**src/rtl/serial_frame_decoder.sv**
```systemverilog
`timescale 1ns/1ps
module serial_frame_decoder #(
  parameter int DIV_W  = 16,
  parameter int TS_W   = 32,
  parameter int IDLE_W = 8
) (
  input  logic              clk,
  input  logic              rst_n,
  input  logic              line_in,
  input  logic              invert,
  input  logic [DIV_W-1:0]  clks_per_bit,
  input  logic [3:0]        data_bits,
  input  logic [1:0]        parity_mode,
  input  logic [1:0]        stop_mode,
  input  logic [IDLE_W-1:0] idle_bits,
  input  logic              include_framing,
  output logic              frame_valid,
  output logic [8:0]        frame_data,
  output logic              parity_err,
  output logic              framing_err,
  output logic [TS_W-1:0]   t_start,
  output logic [TS_W-1:0]   t_end
);

  typedef enum logic [1:0] {QUAL, HUNT, BITS, TAIL} st_t;
  st_t st;

  logic [TS_W-1:0]   now, edge_ts, bit_ts;
  logic [DIV_W-1:0]  ph, idle_cnt;
  logic [IDLE_W-1:0] idle_run;
  logic [DIV_W:0]    rem;
  logic [3:0]        bidx;
  logic [8:0]        sh;
  logic              s0, s1, perr_q;

  wire             s        = line_in ^ invert;
  wire [DIV_W-1:0] half     = clks_per_bit >> 1;
  wire [DIV_W-1:0] last_ph  = clks_per_bit - 1'b1;
  wire [3:0]       nb       = (data_bits < 4'd5) ? 4'd5 : (data_bits > 4'd9) ? 4'd9 : data_bits;
  wire             pen      = (parity_mode == 2'd1) || (parity_mode == 2'd2);
  wire [3:0]       par_idx  = nb + 4'd1;
  wire             v        = (s0 & s1) | (s0 & s) | (s1 & s);
  wire [8:0]       dw       = sh >> (4'd9 - nb);
  wire [TS_W-1:0]  d_ts     = TS_W'(clks_per_bit);
  wire [TS_W-1:0]  stop_len = (stop_mode == 2'd0) ? d_ts :
                              (stop_mode == 2'd1) ? d_ts + TS_W'(half) : d_ts << 1;
  wire [DIV_W:0]   dx       = {1'b0, clks_per_bit};
  wire [DIV_W:0]   tail_wait = (stop_mode == 2'd1) ? dx - (DIV_W+1)'(3)
                                                   : (dx << 1) - {1'b0, half} - (DIV_W+1)'(3);

  always_ff @(posedge clk or negedge rst_n) begin
    if (!rst_n) begin
      st <= QUAL; now <= '0; edge_ts <= '0; bit_ts <= '0;
      ph <= '0; idle_cnt <= '0; idle_run <= '0; rem <= '0; bidx <= '0;
      sh <= '0; s0 <= 1'b1; s1 <= 1'b1; perr_q <= 1'b0;
      frame_valid <= 1'b0; frame_data <= '0; parity_err <= 1'b0;
      framing_err <= 1'b0; t_start <= '0; t_end <= '0;
    end else begin
      now <= now + 1'b1;
      frame_valid <= 1'b0;
      case (st)
        QUAL: begin
          if (idle_run == idle_bits) st <= HUNT;
          else if (!s) begin
            idle_cnt <= '0; idle_run <= '0;
          end else if (idle_cnt == last_ph) begin
            idle_cnt <= '0; idle_run <= idle_run + 1'b1;
          end else idle_cnt <= idle_cnt + 1'b1;
        end
        HUNT: if (!s) begin
          st <= BITS; ph <= DIV_W'(1); bidx <= '0;
          edge_ts <= now; bit_ts <= now; perr_q <= 1'b0;
        end
        BITS: begin
          if (ph == last_ph) begin
            ph <= '0; bidx <= bidx + 1'b1; bit_ts <= bit_ts + d_ts;
          end else ph <= ph + 1'b1;
          if (ph == half - 1'b1) s0 <= s;
          if (ph == half) s1 <= s;
          if (ph == half + 1'b1) begin
            if (bidx == 4'd0) begin
              if (v) st <= HUNT;
            end else if (bidx <= nb) begin
              sh <= {v, sh[8:1]};
            end else if (pen && bidx == par_idx) begin
              perr_q <= (^dw) ^ v ^ (parity_mode == 2'd2);
            end else begin
              frame_valid <= 1'b1;
              frame_data  <= dw;
              parity_err  <= perr_q;
              framing_err <= !v;
              t_start     <= include_framing ? edge_ts : edge_ts + d_ts;
              t_end       <= include_framing ? bit_ts + stop_len - 1'b1 : bit_ts - 1'b1;
              if (!v) begin
                st <= QUAL; idle_cnt <= '0; idle_run <= '0;
              end else if (stop_mode == 2'd0) st <= HUNT;
              else begin
                st <= TAIL; rem <= tail_wait;
              end
            end
          end
        end
        TAIL: if (rem == '0) st <= HUNT; else rem <= rem - 1'b1;
        default: st <= QUAL;
      endcase
    end
  end

endmodule

```
**config.mk**
```make
export PLATFORM = sky130hd
export DESIGN_NAME = serial_frame_decoder
export DESIGN_NICKNAME = d
export VERILOG_FILES = /design/src/rtl/serial_frame_decoder.sv
export SDC_FILE = /design/constraint.sdc
export NUM_CORES = 1
export LEC_CHECK = 0
export BUFFER_PORTS_ARGS = -buffer_cell sky130_fd_sc_hd__buf_4
export CAP_MARGIN = 0
export CORE_MARGIN = 10
export CORE_UTILIZATION = 45
export CTS_CLUSTER_DIAMETER = 30
export CTS_CLUSTER_SIZE = 14
export DETAILED_ROUTE_END_ITERATION = 10
export PLACE_DENSITY = 0.72
export RECOVER_POWER = 50
export REMOVE_ABC_BUFFERS = 1
export SYNTH_ARGS = -nofsm -noshare
export SYNTH_HDL_FRONTEND = slang
export SYNTH_SLANG_ARGS = --single-unit
```
**constraint.sdc**
```tcl
create_clock -name clk -period 4.1 [get_ports clk]
set_input_delay 0.205 -clock clk [delete_from_list [all_inputs] [get_ports clk]]
set_output_delay 0.205 -clock clk [all_outputs]
set_load 0.02 [all_outputs]
```
**Yosys cells after proc, flatten, opt, wreduce, memory -nomap -nowiden**

Cells that the tools add are included.

- Register bits: 247
- Latch bits: 0
- Bits in writable memories: 0
- Memory bits (read-only): 0
- Memories: 0

- Add/subtract/negate cells: 20
- $mul: 0
- Div/mod/pow operators: 0
- $lt $le $gt $ge: 3
- Equal/unequal tests: 31
- Shift-type cells: 1
- Mux-type cells: 64
- Bitwise gates (word level): 12
- Reductions and logical operators: 23

Operators by type and width:

| operator | count |
|---|---|
| 17-bit two-way mux | 10 |
| 16-bit two-way mux | 10 |
| 32-bit two-way mux | 4 |
| 32-bit by 16-bit adder with 32-bit output | 2 |
| 16-bit equality test | 4 |
| 8-bit two-way mux | 8 |
| 16-bit one-hot mux with 2 select lines | 2 |
| 32-bit one-hot mux with 2 select lines | 1 |
| 32-bit by 1-bit subtractor with 32-bit output, second input constant | 2 |
| 17-bit one-hot mux with 2 select lines | 1 |
| 16-bit by 1-bit adder with 16-bit output, second input constant | 2 |
| 32-bit by 1-bit adder with 32-bit output, second input constant | 1 |
| 32-bit by 17-bit adder with 32-bit output | 1 |
| 2-bit inequality test, second input constant | 14 |
| 2-bit two-way mux | 10 |
| 16-bit by 15-bit adder with 17-bit output | 1 |
| 17-bit logical NOT | 1 |
| 16-bit by 2-bit subtractor with 17-bit output, second input constant | 1 |
| 17-bit by 1-bit subtractor with 17-bit output, second input constant | 1 |
| 17-bit by 15-bit subtractor with 17-bit output | 1 |
| 17-bit by 2-bit subtractor with 17-bit output, second input constant | 1 |
| 15-bit by 1-bit adder with 16-bit output, second input constant | 1 |
| 16-bit by 15-bit equality test with 1-bit output | 1 |
| 4-bit two-way mux | 4 |
| 37 further kinds | 70 |

**Longest topological paths before layout**

- Depth after elaboration: 13
- Mapped depth: 25
- Depth with buffers taken out: 24

**Worst setup path before layout**

Ideal clock, no wire load.

- Kind: input to register
- From: input port clks_per_bit[2]
- To: register t_end[31]
- Setup time: 0.121 ns
- Arrival: 5.070 ns
- Required time: 3.979 ns
- Setup slack: -1.091 ns
- Stages: 24
- Cell sequence: clkbuf_1 > inv_1 > ha_1 > a21o_1 > a21oi_1 > o21ai_0 > a41oi_1 > nor2_1 > a2111oi_0 > o22a_1 > nor2_1 > a21oi_1 > ha_1 > inv_1 > ha_1 > a21o_1 > o21bai_1 > o31a_1 > a221oi_1 > o21ai_0 > a21oi_1 > a21oi_1 > mux2i_1 > o22a_1

- Longest elaborated chain between the ends: 6
- Elaborated cells on any way between the ends: 9
- Classes of those cells: add/sub (4); eq/ne (1); mux (3); reduce/logical (1)

RTL lines:

| item | line | RTL |
|---|---|---|
| from (decl) | 11 | `input logic [DIV_W-1:0] clks_per_bit,` |
| 16-bit by 15-bit adder with 17-bit output | 46 | `(stop_mode == 2'd1) ? d_ts + TS_W'(half) : d_ts << 1;` |
| 17-bit two-way mux | 46 |  |
| 17-bit two-way mux | 45 | `wire [TS_W-1:0] stop_len = (stop_mode == 2'd0) ? d_ts :` |
| 32-bit by 17-bit adder with 32-bit output | 93 | `t_end <= include_framing ? bit_ts + stop_len - 1'b1 : bit_ts - 1'b1;` |
| 32-bit by 1-bit subtractor with 32-bit output | 93 |  |
| 32-bit two-way mux | 93 |  |
| to (signal assigned) | 93 |  |
| to (decl) | 22 | `output logic [TS_W-1:0] t_end` |

Several ways; a longest one is shown, not always the timed one.
A chain may end at the register's enable or synchronous reset.

**Worst setup path in the final report**

- From: input port clks_per_bit[4]
- To: register t_end[29]

Same word-level chain as after synthesis.

==> run summary <==
part of the cycle the worst path needs: 98.2%
gpl congestion: 0.983
Least-Margin Pin Slew: 2.92 ns
pin count of the biggest net entering global routing: 114
Final WS setup: 0.0718 ns
FILL cells: 4125
Post-synth EDFFs: 0
area delta synth->final: 25.1%
ys async rst share: 100%
Rows: 79
Comb pwr share: 27.3%
Setup-failing EPs final: 0
synth top area cells: dfrtp_1 (29%), ha_1 (11%), xnor2_1 (7.0%)
Critical Path End Type: flip-flop
initial antenna violation count: 0
DR iter-0 viols: 1523
clock skew: 0.0713 ns
Post-Place Worst Slack: -1.24 ns
PD cells: 410 nW/um2
Rel. slew slack: -94.6%
ANT cells: 0
DRT met1 WL: 29.5 mm
dpl hpwl: 51.2 mm
DR DRC count: 0
CTS root buf: clkbuf_16
Vias: 20000
H-tree levels: 2
largest area contributor in the netlist: dfrtp_1
worst vdd rail ir drop: 0.319 mV
power share of the clock group: 47.9%
Static Leak: 12.0 nW
finished layout cell area: 26600 um2
CTS tree: built
area share of the largest cell type after synthesis: 28.9%
unrepaired setup endpoints after global routing: true
max-cap viol count: 1
Core ar.: 46700 um2
die area: 56300 um2
status: complete, but fails checks
synthesis-stage register bit count: 247
Switch Pwr: 3.42 mW
Overflow after GRT: 0
most frequent cells after synthesis: dfrtp_1 (245), nand2_1 (232), o21ai_0 (213), ha_1 (192), nor2_1 (187)
max layer used: met4
wirelength, routed: 68.0 mm
Pint: 7.49 mW
Die W: 237 um
synthesized area: 21300 um2
CP Data Arrival Time: 4.57 ns
Hold Crit Class: input port to flip-flop
Die Height: 237 um
final antenna-violating net count: 0
Main synth FF type: dfrtp_1
Worst setup SP type: input port
endpoints failing hold: 0
first-pass GRT wire length: 108 mm
Initial Util: 45.5%
r2r setup slk: 0.50 ns
Peak Freq: 248 MHz
Vias/cell: 5.79
most common cell in the netlist: dfrtp_1
Final min period: 4.03 ns
I/O pin cnt: 113
total power: 10.9 mW
Slew Viols, Final: 114
Min Hold Slack: 0.0867 ns
Mapped Avg Cell Area: 8.42 um2
CTS sink cnt: 247
Flop pwr share: 24.8%
input/output buffers: 112
average wire per standard cell: 19.7 um
Synth Warn #: 0
DRT Pass-1 Iters: 6
Syn Inst Count: 2523
Max Root-Sink Buffers: 3
failing checks: max-capacitance violations, max-slew violations
Cell variety after synth: 102
Global Route Usage Sum: 23.4%
TritonCTS Buffers: 61
DR WL met3: 4.00 mm
# placed instances: 3334
Seq/Total Area, Yosys: 29.1%
Cell Area, Placed: 23900 um2
data required time of the worst path: 4.64 ns
Non-Filler Instances: 3456
worst skew pair latency: 0.64 ns
vias in the first global route: 20000
layout cell share with drive strength beyond 1: 18.5%
switching share of total power: 31.3%
Max FO, Critical Path: 4
met2 wire length: 32.3 mm
Nets: 3036
Clock transition at path regs: 0.05 ns
critical path type: input port to flip-flop
-- logic make-up (layout without fill, tap and decap cells) --
kind of cell | Yosys count | after routing | share of synthesized area (%)
compound gates | 650 | 650 | 18.9
xor+xnor | 259 | 259 | 11.5
fa+ha+maj | 198 | 198 | 11.8
buf+inv | 280 | 606 | 5.34
flops | 247 | 247 | 29.1
mux | 95 | 95 | 4.85
simple gates | 794 | 794 | 18.5
-- per-layer routing --
metal	vias up	track usage, %
met5	-	0
met4	0	7.48
met3	132	3.55
met2	615	39.8
met1	9745	30.1
li1	9507	-
-- through the flow --
| step | utilization (%) | setup TNS, ns |
|---|---|---|
| floorplan | - | -21.37 |
| finish | 57.0 | 0 |
| global route | 57.0 | -0.523 |
| global placement | 51.2 | -16.31 |
| CTS | 56.5 | 0 |
| detailed placement | 51.2 | -18.86 |
-- flip-flops by register name (all words and copies together), names as in the netlist, 2 cells and up --
| name | count |
|---|---|
| bit_ts | 32 |
| t_start | 32 |
| rem | 17 |
| idle_run | 8 |
| bidx | 4 |
| now | 32 |
| ph | 16 |
| idle_cnt | 16 |
| st | 2 |
| sh | 9 |
| edge_ts | 32 |
| t_end | 32 |
| frame_data | 9 |
-- power by group through the flow --
stage / clock [mW] / combinational, mW / sequential (mW)
after floorplan: 0 / 1.82 / 2.70
after global placement: 0 / 2.66 / 2.72
after detailed placement: 0 / 2.74 / 2.74
after CTS: 5.28 / 2.83 / 2.70
after global routing: 5.43 / 3.29 / 2.72
final: 5.22 / 2.97 / 2.71
-- timing repair --
| action | CTS | global route |
|---|---|---|
| endpoints found under the setup margin | 19 | 21 |
| setup buffers | 6 | 5 |
| hold endpoints to repair | 110 | 0 |
| resized for setup | 36 | 92 |
| pin swaps | 22 | 59 |
| hold buffers | 2 | 0 |
-- final timing paths --
check | from | to | cells after the start
max | clks_per_bit[4] | t_end[29]$_DFFE_PN0P_ | 27
min | line_in | idle_run[1]$_DFFE_PN0P_ | 5
max reg2reg | bit_ts[1]$_DFFE_PN0P_ | t_end[11]$_DFFE_PN0P_ | 16
min reg2reg | framing_err$_DFFE_PN0P_ | framing_err$_DFFE_PN0P_ | 2
max in group asynchronous | rst_n | frame_data[8]$_DFFE_PN0P_ | 3
min in group asynchronous | rst_n | edge_ts[0]$_DFFE_PN0P_ | 2
-- critical path, stage by stage --
cell,delay [ns]
buf_8,0.11
buf_6,0.13
ha_4,0.17
o21a_1,0.18
o21ai_1,0.13
nand2b_1,0.11
a41oi_2,0.23
buf_4,0.16
nor2_4,0.03
a2111oi_4,0.30
o22a_1,0.18
nor2_1,0.04
a21oi_1,0.13
ha_2,0.29
inv_2,0.06
ha_4,0.19
o211ai_1,0.09
buf_4,0.16
o21bai_4,0.07
o31a_1,0.29
a221oi_2,0.34
buf_4,0.18
o21ai_4,0.07
a21oi_4,0.22
a211oi_2,0.10
mux2i_1,0.14
o31ai_1,0.23
-- area by class of cell --
cell class / count / area [um2] / area share [%]
multi-input cells: 1996 / 14400 / 54.3
flip-flops and latches: 247 / 6180 / 23.3
repair buffers: 322 / 2270 / 8.56
clock buffers: 75 / 1660 / 6.24
well taps: 607 / 759 / 2.86
inverters: 174 / 673 / 2.53
clock inverters: 35 / 587 / 2.21
-- layout by cell type (no fill, tap or decap), drive strengths merged, types with 8 or more instances in the layout --
cell,n
a2111oi,9
a21o,27
inv,175
nand2b,38
nand3,72
nor2b,23
nand4,33
a31oi,26
nor3b,9
or3,18
mux2i,49
clkinv,17
nor2,187
dfrtp,245
buf,258
ha,192
o21ai,228
o31ai,18
mux2,44
a211oi,34
or4,8
o211ai,13
nor4,17
o21a,23
xnor2,172
a21oi,172
o22ai,18
xor2,76
o21bai,9
nand2,232
bufinv,12
clkbuf,137
xnor3,10
and2,16
nor3,66
and3,32
and4,10
or2,10
Power figures use the tool's default switching activity.
